## src/rtl/dma_blk_pkg.sv

```systemverilog
package dma_blk_pkg;
  typedef enum logic [1:0] {
    END_FETCH    = 2'd0,
    END_RESTORE  = 2'd1,
    END_CONTINUE = 2'd2,
    END_ZERO     = 2'd3
  } end_act_e;

  // byte mask for an alignment check of 2^code bytes
  function automatic logic [2:0] width_mask(input logic [1:0] code);
    case (code)
      2'd0:    width_mask = 3'b000;
      2'd1:    width_mask = 3'b001;
      2'd2:    width_mask = 3'b011;
      default: width_mask = 3'b111;
    endcase
  endfunction
endpackage

```

## src/rtl/dma_cfg_chk.sv

```systemverilog
module dma_cfg_chk #(
  parameter int CNT_W = 16
) (
  input  logic [CNT_W-1:0] bytes_i,
  input  logic [1:0]       src_dw_i,
  input  logic [1:0]       dst_dw_i,
  input  logic             pack_i,
  output logic             err_o
);
  import dma_blk_pkg::*;

  logic nonzero;
  logic src_bad;
  logic dst_bad;

  always_comb begin
    nonzero = |bytes_i;
    src_bad = |(bytes_i[2:0] & width_mask(src_dw_i));
    dst_bad = pack_i && (src_dw_i != dst_dw_i) && (|(bytes_i[2:0] & width_mask(dst_dw_i)));
    err_o   = nonzero && (src_bad || dst_bad);
  end
endmodule

```

## src/rtl/dma_end_policy.sv

```systemverilog
module dma_end_policy #(
  parameter int LINK_W = 16
) (
  input  logic              upd_blk_i,
  input  logic              upd_other_i,
  input  logic [LINK_W-1:0] link_i,
  output dma_blk_pkg::end_act_e act_o
);
  import dma_blk_pkg::*;

  always_comb begin
    if (upd_blk_i)        act_o = END_FETCH;
    else if (upd_other_i) act_o = END_RESTORE;
    else if (|link_i)     act_o = END_CONTINUE;
    else                  act_o = END_ZERO;
  end
endmodule

```

## src/rtl/dma_addr_unit.sv

```systemverilog
module dma_addr_unit #(
  parameter int ADDR_W = 32,
  parameter int OFF_W  = 16,
  parameter int BOFF_W = 16
) (
  input  logic              clk_i,
  input  logic              rst_ni,
  input  logic              load_i,
  input  logic [ADDR_W-1:0] load_addr_i,
  input  logic              step_i,
  input  logic              blk_end_i,
  input  logic [OFF_W-1:0]  off_i,
  input  logic              dec_i,
  input  logic [BOFF_W-1:0] blk_off_i,
  input  logic              blk_dec_i,
  output logic [ADDR_W-1:0] addr_o
);
  logic [ADDR_W-1:0] burst_delta;
  logic [ADDR_W-1:0] blk_delta;
  logic [ADDR_W-1:0] off_ext;
  logic [ADDR_W-1:0] blk_ext;
  logic [ADDR_W-1:0] addr_q;

  always_comb begin
    off_ext     = {{(ADDR_W-OFF_W){1'b0}}, off_i};
    blk_ext     = blk_end_i ? {{(ADDR_W-BOFF_W){1'b0}}, blk_off_i} : '0;
    // two's complement negation gives modulo-2^ADDR_W subtraction
    burst_delta = dec_i     ? (~off_ext + 1'b1) : off_ext;
    blk_delta   = blk_dec_i ? (~blk_ext + 1'b1) : blk_ext;
  end

  always_ff @(posedge clk_i or negedge rst_ni) begin
    if (!rst_ni)      addr_q <= '0;
    else if (load_i)  addr_q <= load_addr_i;
    else if (step_i)  addr_q <= addr_q + burst_delta + blk_delta;
  end

  assign addr_o = addr_q;
endmodule

```

## src/rtl/dma_blk_seq.sv

```systemverilog
module dma_blk_seq #(
  parameter int ADDR_W = 32,
  parameter int CNT_W  = 16,
  parameter int REP_W  = 11,
  parameter int OFF_W  = 16,
  parameter int BOFF_W = 16,
  parameter int LINK_W = 16
) (
  input  logic              clk_i,
  input  logic              rst_ni,
  input  logic              en_i,
  input  logic [CNT_W-1:0]  cfg_bytes_i,
  input  logic [REP_W-1:0]  cfg_rep_i,
  input  logic [ADDR_W-1:0] cfg_src_i,
  input  logic [ADDR_W-1:0] cfg_dst_i,
  input  logic [OFF_W-1:0]  src_off_i,
  input  logic [OFF_W-1:0]  dst_off_i,
  input  logic              src_dec_i,
  input  logic              dst_dec_i,
  input  logic [BOFF_W-1:0] blk_src_off_i,
  input  logic [BOFF_W-1:0] blk_dst_off_i,
  input  logic              blk_src_dec_i,
  input  logic              blk_dst_dec_i,
  input  logic [1:0]        src_dw_i,
  input  logic [1:0]        dst_dw_i,
  input  logic              pack_i,
  input  logic              ll_upd_blk_i,
  input  logic              ll_upd_other_i,
  input  logic [LINK_W-1:0] ll_link_i,
  input  logic              burst_done_i,
  input  logic [CNT_W-1:0]  burst_bytes_i,
  output logic [CNT_W-1:0]  bytes_left_o,
  output logic [REP_W-1:0]  rep_left_o,
  output logic [ADDR_W-1:0] src_addr_o,
  output logic [ADDR_W-1:0] dst_addr_o,
  output logic              active_o,
  output logic              blk_done_o,
  output logic              xfer_done_o,
  output logic              reload_req_o,
  output logic              cfg_err_o
);
  import dma_blk_pkg::*;

  localparam int NCH = 2;  // 0 = source, 1 = destination
  localparam logic [REP_W-1:0] REP_ONE = {{(REP_W-1){1'b0}}, 1'b1};

  logic              en_q;
  logic              active_q;
  logic              err_q;
  logic              blk_done_q;
  logic              xfer_done_q;
  logic              reload_q;
  logic [CNT_W-1:0]  bytes_q;
  logic [REP_W-1:0]  rep_q;
  logic [CNT_W-1:0]  sh_bytes_q;
  logic [REP_W-1:0]  sh_rep_q;

  logic              start;
  logic              step;
  logic              blk_end;
  logic [CNT_W-1:0]  take;
  logic [CNT_W-1:0]  bytes_rem;
  logic              set_err;
  end_act_e          end_act;

  logic [NCH-1:0][ADDR_W-1:0] ld_addr;
  logic [NCH-1:0][OFF_W-1:0]  b_off;
  logic [NCH-1:0][BOFF_W-1:0] k_off;
  logic [NCH-1:0]             b_dec;
  logic [NCH-1:0]             k_dec;
  logic [NCH-1:0][ADDR_W-1:0] cur_addr;

  dma_cfg_chk #(.CNT_W(CNT_W)) i_cfg_chk (
    .bytes_i  (cfg_bytes_i),
    .src_dw_i (src_dw_i),
    .dst_dw_i (dst_dw_i),
    .pack_i   (pack_i),
    .err_o    (set_err)
  );

  dma_end_policy #(.LINK_W(LINK_W)) i_end_policy (
    .upd_blk_i   (ll_upd_blk_i),
    .upd_other_i (ll_upd_other_i),
    .link_i      (ll_link_i),
    .act_o       (end_act)
  );

  always_comb begin
    start     = en_i && !en_q;
    step      = active_q && en_i && burst_done_i;
    take      = (burst_bytes_i > bytes_q) ? bytes_q : burst_bytes_i;
    bytes_rem = bytes_q - take;
    blk_end   = step && (bytes_rem == '0);
  end

  assign ld_addr = {cfg_dst_i, cfg_src_i};
  assign b_off   = {dst_off_i, src_off_i};
  assign k_off   = {blk_dst_off_i, blk_src_off_i};
  assign b_dec   = {dst_dec_i, src_dec_i};
  assign k_dec   = {blk_dst_dec_i, blk_src_dec_i};

  for (genvar g = 0; g < NCH; g++) begin : g_addr
    dma_addr_unit #(
      .ADDR_W (ADDR_W),
      .OFF_W  (OFF_W),
      .BOFF_W (BOFF_W)
    ) i_addr (
      .clk_i       (clk_i),
      .rst_ni      (rst_ni),
      .load_i      (start),
      .load_addr_i (ld_addr[g]),
      .step_i      (step),
      .blk_end_i   (blk_end),
      .off_i       (b_off[g]),
      .dec_i       (b_dec[g]),
      .blk_off_i   (k_off[g]),
      .blk_dec_i   (k_dec[g]),
      .addr_o      (cur_addr[g])
    );
  end

  always_ff @(posedge clk_i or negedge rst_ni) begin
    if (!rst_ni) begin
      en_q        <= 1'b0;
      active_q    <= 1'b0;
      err_q       <= 1'b0;
      blk_done_q  <= 1'b0;
      xfer_done_q <= 1'b0;
      reload_q    <= 1'b0;
      bytes_q     <= '0;
      rep_q       <= '0;
      sh_bytes_q  <= '0;
      sh_rep_q    <= '0;
    end else begin
      en_q        <= en_i;
      blk_done_q  <= 1'b0;
      xfer_done_q <= 1'b0;
      reload_q    <= 1'b0;
      if (start) begin
        bytes_q    <= cfg_bytes_i;
        rep_q      <= cfg_rep_i;
        sh_bytes_q <= cfg_bytes_i;
        sh_rep_q   <= cfg_rep_i;
        err_q      <= set_err;
        active_q   <= !set_err && (cfg_bytes_i != '0);
      end else if (!en_i) begin
        active_q <= 1'b0;
      end else if (step) begin
        blk_done_q <= blk_end;
        if (!blk_end) begin
          bytes_q <= bytes_rem;
        end else if (rep_q != '0) begin
          rep_q   <= rep_q - REP_ONE;
          bytes_q <= sh_bytes_q;
        end else begin
          xfer_done_q <= 1'b1;
          case (end_act)
            END_FETCH: begin
              bytes_q  <= '0;
              reload_q <= 1'b1;
              active_q <= 1'b0;
            end
            END_RESTORE: begin
              bytes_q  <= sh_bytes_q;
              rep_q    <= sh_rep_q;
              active_q <= 1'b0;
            end
            END_CONTINUE: begin
              bytes_q  <= sh_bytes_q;
              rep_q    <= sh_rep_q;
            end
            default: begin
              bytes_q  <= '0;
              active_q <= 1'b0;
            end
          endcase
        end
      end
    end
  end

  assign bytes_left_o = bytes_q;
  assign rep_left_o   = rep_q;
  assign src_addr_o   = cur_addr[0];
  assign dst_addr_o   = cur_addr[1];
  assign active_o     = active_q;
  assign blk_done_o   = blk_done_q;
  assign xfer_done_o  = xfer_done_q;
  assign reload_req_o = reload_q;
  assign cfg_err_o    = err_q;
endmodule

```

## config.mk

```make
export PLATFORM = sky130hd
export DESIGN_NAME = dma_blk_seq
export DESIGN_NICKNAME = d
export VERILOG_FILES = /design/src/rtl/dma_blk_pkg.sv /design/src/rtl/dma_cfg_chk.sv /design/src/rtl/dma_end_policy.sv /design/src/rtl/dma_addr_unit.sv /design/src/rtl/dma_blk_seq.sv
export SDC_FILE = /design/constraint.sdc
export NUM_CORES = 1
export LEC_CHECK = 0
export BUFFER_PORTS_ARGS = -buffer_cell sky130_fd_sc_hd__buf_2
export CAP_MARGIN = 20
export CORE_MARGIN = 3
export CORE_UTILIZATION = 40
export DETAILED_ROUTE_END_ITERATION = 8
export GPL_TIMING_DRIVEN = 0
export PLACE_DENSITY_LB_ADDON = 0.3
export SLEW_MARGIN = 20
export SYNTH_ARGS = -nofsm -noshare
export SYNTH_HDL_FRONTEND = slang
export SYNTH_SLANG_ARGS = --single-unit
```

## constraint.sdc

```tcl
create_clock -name clk_i -period 12.2 [get_ports clk_i]
set_input_delay 1.83 -clock clk_i [delete_from_list [all_inputs] [get_ports clk_i]]
set_output_delay 1.83 -clock clk_i [all_outputs]
set_load 0.05 [all_outputs]
```

==> results.ini <==
[sta]
finalCritPeriodShare_pct = 94.35
fmax_mhz = 86.88
slew_violations = 0
post-route-min-period_ns = 11.51
skew_ns = 0.01637
worst_slew_pin_slew_ns = 1.036
setup_slack_ns = 0.6897
finalSetupViolCount = 0
final-hold-violation-count = 0
relSlewSlack_pct = 30.94
fin_setup_tns_ns = 0

[synthesis]
ys_seq_area_share_pct = 22.63
synth.area.top_cells = dfrtp_1 (23%), fa_1 (9.5%), ha_1 (9.3%)
synthCells = 1828
syn_area_sq_um = 13710
async_reset_ff_share_pct = 100.0
synth-edff-count = 0
synthFlopType = dfrtp_1
synth.avg_cell_area_sq_um = 7.502
synth_cell_types = 62
syn_nets = 2197
synth_top_area_cell = dfrtp_1
yosys_warnings = 0
yosys_register_bits = 124
synth_top_area_share_pct = 22.63

[die]
die_w_um = 191.2
design.core.area_sq_um = 33700
start_util_pct = 40.70
rows = 67
dieArea_sq_um = 36540
die_y_um = 191.2
boundaryPins = 298

[worst_setup_path]
worst-path-max-fanout = 10
crit_slowest_cell = or4_1
startpoint_type = input pin
cp.required_ns = 12.50
crit_type = in -> reg
setup.worst_path.start = burst_bytes_i[13]
reg2reg_from = bytes_left_o[1]$_DFFE_PN0P_
cpPeakStageDelay_ns = 0.56
critical_path.endpoint_type = register
critPathArrivalTime_ns = 11.81

[min_path]
min-delay-start = sh_rep_q[1]$_DFFE_PN0P_
min_path_type = reg -> reg

[clocking]
clk_pin_slew_ns = 0.07
clockRootBuffer = clkbuf_16
cts_sinks = 124
tritoncts = yes
worstSkewPairLatency_ns = 0.45
cts_buffers = 17
clock_path_buffers = 2
h-tree-depth = 4
cts-hold-fix-buffers = 0

[detailed_routing]
drt_iter0_markers = 1200
post_drt_wl_per_cell_um = 19.83
drt-total-wl_um = 51620
postRouteAntennaNets = 0
vias_per_cell = 5.562
vias = 14480
drcViolationCount = 0
drt-pass1-iter-count = 6

[flow_run]
cap_violations = 0

[power]
vdd_drop_max_mv = 0.08460
power.density_nw_per_um2 = 141.1
p_leak_nw = 8.179
power.total_mw = 2.311

[finish]
fillers = 3454
diodes = 0
fin_nets = 2511
final_cells = 2603
drive_gt1_share_pct = 16.52
syn_to_final_growth_pct = 19.44
fin_util_pct = 48.61

[placed_design]
dp_cells = 2571
port_buffers = 294
gp_congestion = 0.9291
place_hpwl_um = 41260
pre_cts_slack_ns = -0.3700

[global_routing]
grt-ovfl-total = 0
grt_max_degree = 81
antenna_found_initial = 0
grt_pass1_vias = 14370
grtUsageTotal_pct = 27.89
grt_pass1_wl_um = 78720

[outcome]
status = finished, final reports clean

-- cell type report --
type	count	area [sq um]	share of cell area [%]
Buffer	84	337.8	2.062
Tap cell	448	560.5	3.422
Clock inverter	14	135.1	0.8249
Timing Repair Buffer	295	1509	9.212
Sequential cell	124	3103	18.94
Inverter	229	859.6	5.247
Clock buffer	18	439.2	2.681
Multi-Input combinational cell	1391	9437	57.61
-- power by group --
part           internal [mW]  leakage (nW)  switching [mW]  total [mW]
Sequential             0.471          1.48          0.0536       0.525
Clock                  0.290         0.281           0.231       0.521
Combinational          0.450          6.41           0.815        1.26
Total                   1.21          8.18            1.10        2.31
-- worst max-delay path, delay by kind of cell --
kind                       cells  cell delay [ns]
and+or+nand+nor                9             1.57
AOI/OAI and AO/OA             18             4.14
buffers and inverters          8             1.66
xor gates and xnor gates       3             0.68
adders and majority gates      6             1.89
-- Yosys cell counts (3+ instances only) --
cell,instances
a211oi_1,17
a21boi_0,8
a21o_1,45
a21oi_1,149
a221oi_1,3
a22oi_1,3
a311oi_1,10
a31oi_1,38
a41oi_1,4
and2_1,3
and3_1,14
and4_1,3
buf_1,4
buf_2,10
clkbuf_1,69
dfrtp_1,124
fa_1,65
ha_1,102
inv_1,229
mux2i_1,7
nand2_1,263
nand2b_1,23
nand3_1,24
nand3b_1,6
nand4_1,9
nor2_1,150
nor2b_1,18
nor3_1,18
nor3b_1,3
nor4_1,14
o211ai_1,18
o21a_1,7
o21ai_0,152
o21bai_1,13
o31ai_1,30
o41ai_1,8
or2_2,5
or3_1,18
or4_1,12
xnor2_1,66
xor2_1,38
-- per-stage QoR --
| stage | hold WS [ns] | cell area, sq um |
|---|---|---|
| 3_5_place_dp | 0.4609 | 15780 |
| 5_1_grt | 0.4947 | 16380 |
| 2_1_floorplan | 0.4370 | 13710 |
| 6_report | 0.4767 | 16380 |
| 4_1_cts | 0.4766 | 16360 |
| 3_3_place_gp | 0.4507 | 15750 |
-- cell usage in the layout, fill, tap and decap left out, types with 13 or more instances in the layout --
master,count
a211oi_1,17
a21o_1,45
a21oi_1,149
a31oi_1,38
and3_1,14
buf_2,301
clkbuf_1,68
clkbuf_16,17
dfrtp_1,124
fa_1,65
ha_1,102
inv_1,229
nand2_1,263
nand2b_1,23
nand3_1,24
nor2_1,150
nor2b_1,18
nor3_1,18
nor4_1,14
o211ai_1,18
o21ai_0,151
o21bai_1,13
o31ai_1,28
or3_1,18
xnor2_1,66
xor2_1,38
-- path summary, 6_finish.rpt --
| check | endpoint | slack (ns) | cells after the start |
|---|---|---|---|
| worst max-delay path | g_addr[0].i_addr.addr_o[31]$_DFFE_PN0P_ | 0.69 | 44 |
| worst min-delay path | sh_rep_q[1]$_DFFE_PN0P_ | 0.48 | 2 |
| worst max register to register | g_addr[0].i_addr.addr_o[31]$_DFFE_PN0P_ | 1.62 | 44 |
| worst min register to register | sh_rep_q[1]$_DFFE_PN0P_ | 0.48 | 2 |
| max in group asynchronous | g_addr[1].i_addr.addr_o[27]$_DFFE_PN0P_ | 10.17 | 2 |
| min in group asynchronous | g_addr[0].i_addr.addr_o[13]$_DFFE_PN0P_ | 1.28 | 1 |
-- layer usage --
layer | vias to the layer above | wire length [um] | track usage [%]
met5 | - | 0 | 0
met3 | 117 | 3811 | 4.456
met2 | 648 | 23890 | 45.16
met1 | 6868 | 21870 | 37.01
met4 | 0 | 2039 | 11.91
li1 | 6846 | - | -
-- registers in the layout (all words and copies together) (netlist names), 11 cells and up --
signal / count
sh_bytes_q: 16
rep_left_o: 11
sh_rep_q: 11
bytes_left_o: 16
g_addr.i_addr.addr_o: 64
-- repair_timing --
| item | in CTS | in global routing |
|---|---|---|
| setup buffers | 0 | 0 |
| resized for setup | 0 | 9 |
| endpoints found under the setup margin | 0 | 14 |
-- logic make-up after synthesis --
logic type      Yosys count  share of synthesized area, %
compound gates          522                         23.25
xor+xnor                104                         6.642
fa+ha+maj               167                         18.79
buf+inv                 313                         8.685
flops                   124                         22.63
mux                       8                        0.5930
simple gates            590                         19.41
(Power assumes the default switching activity.)
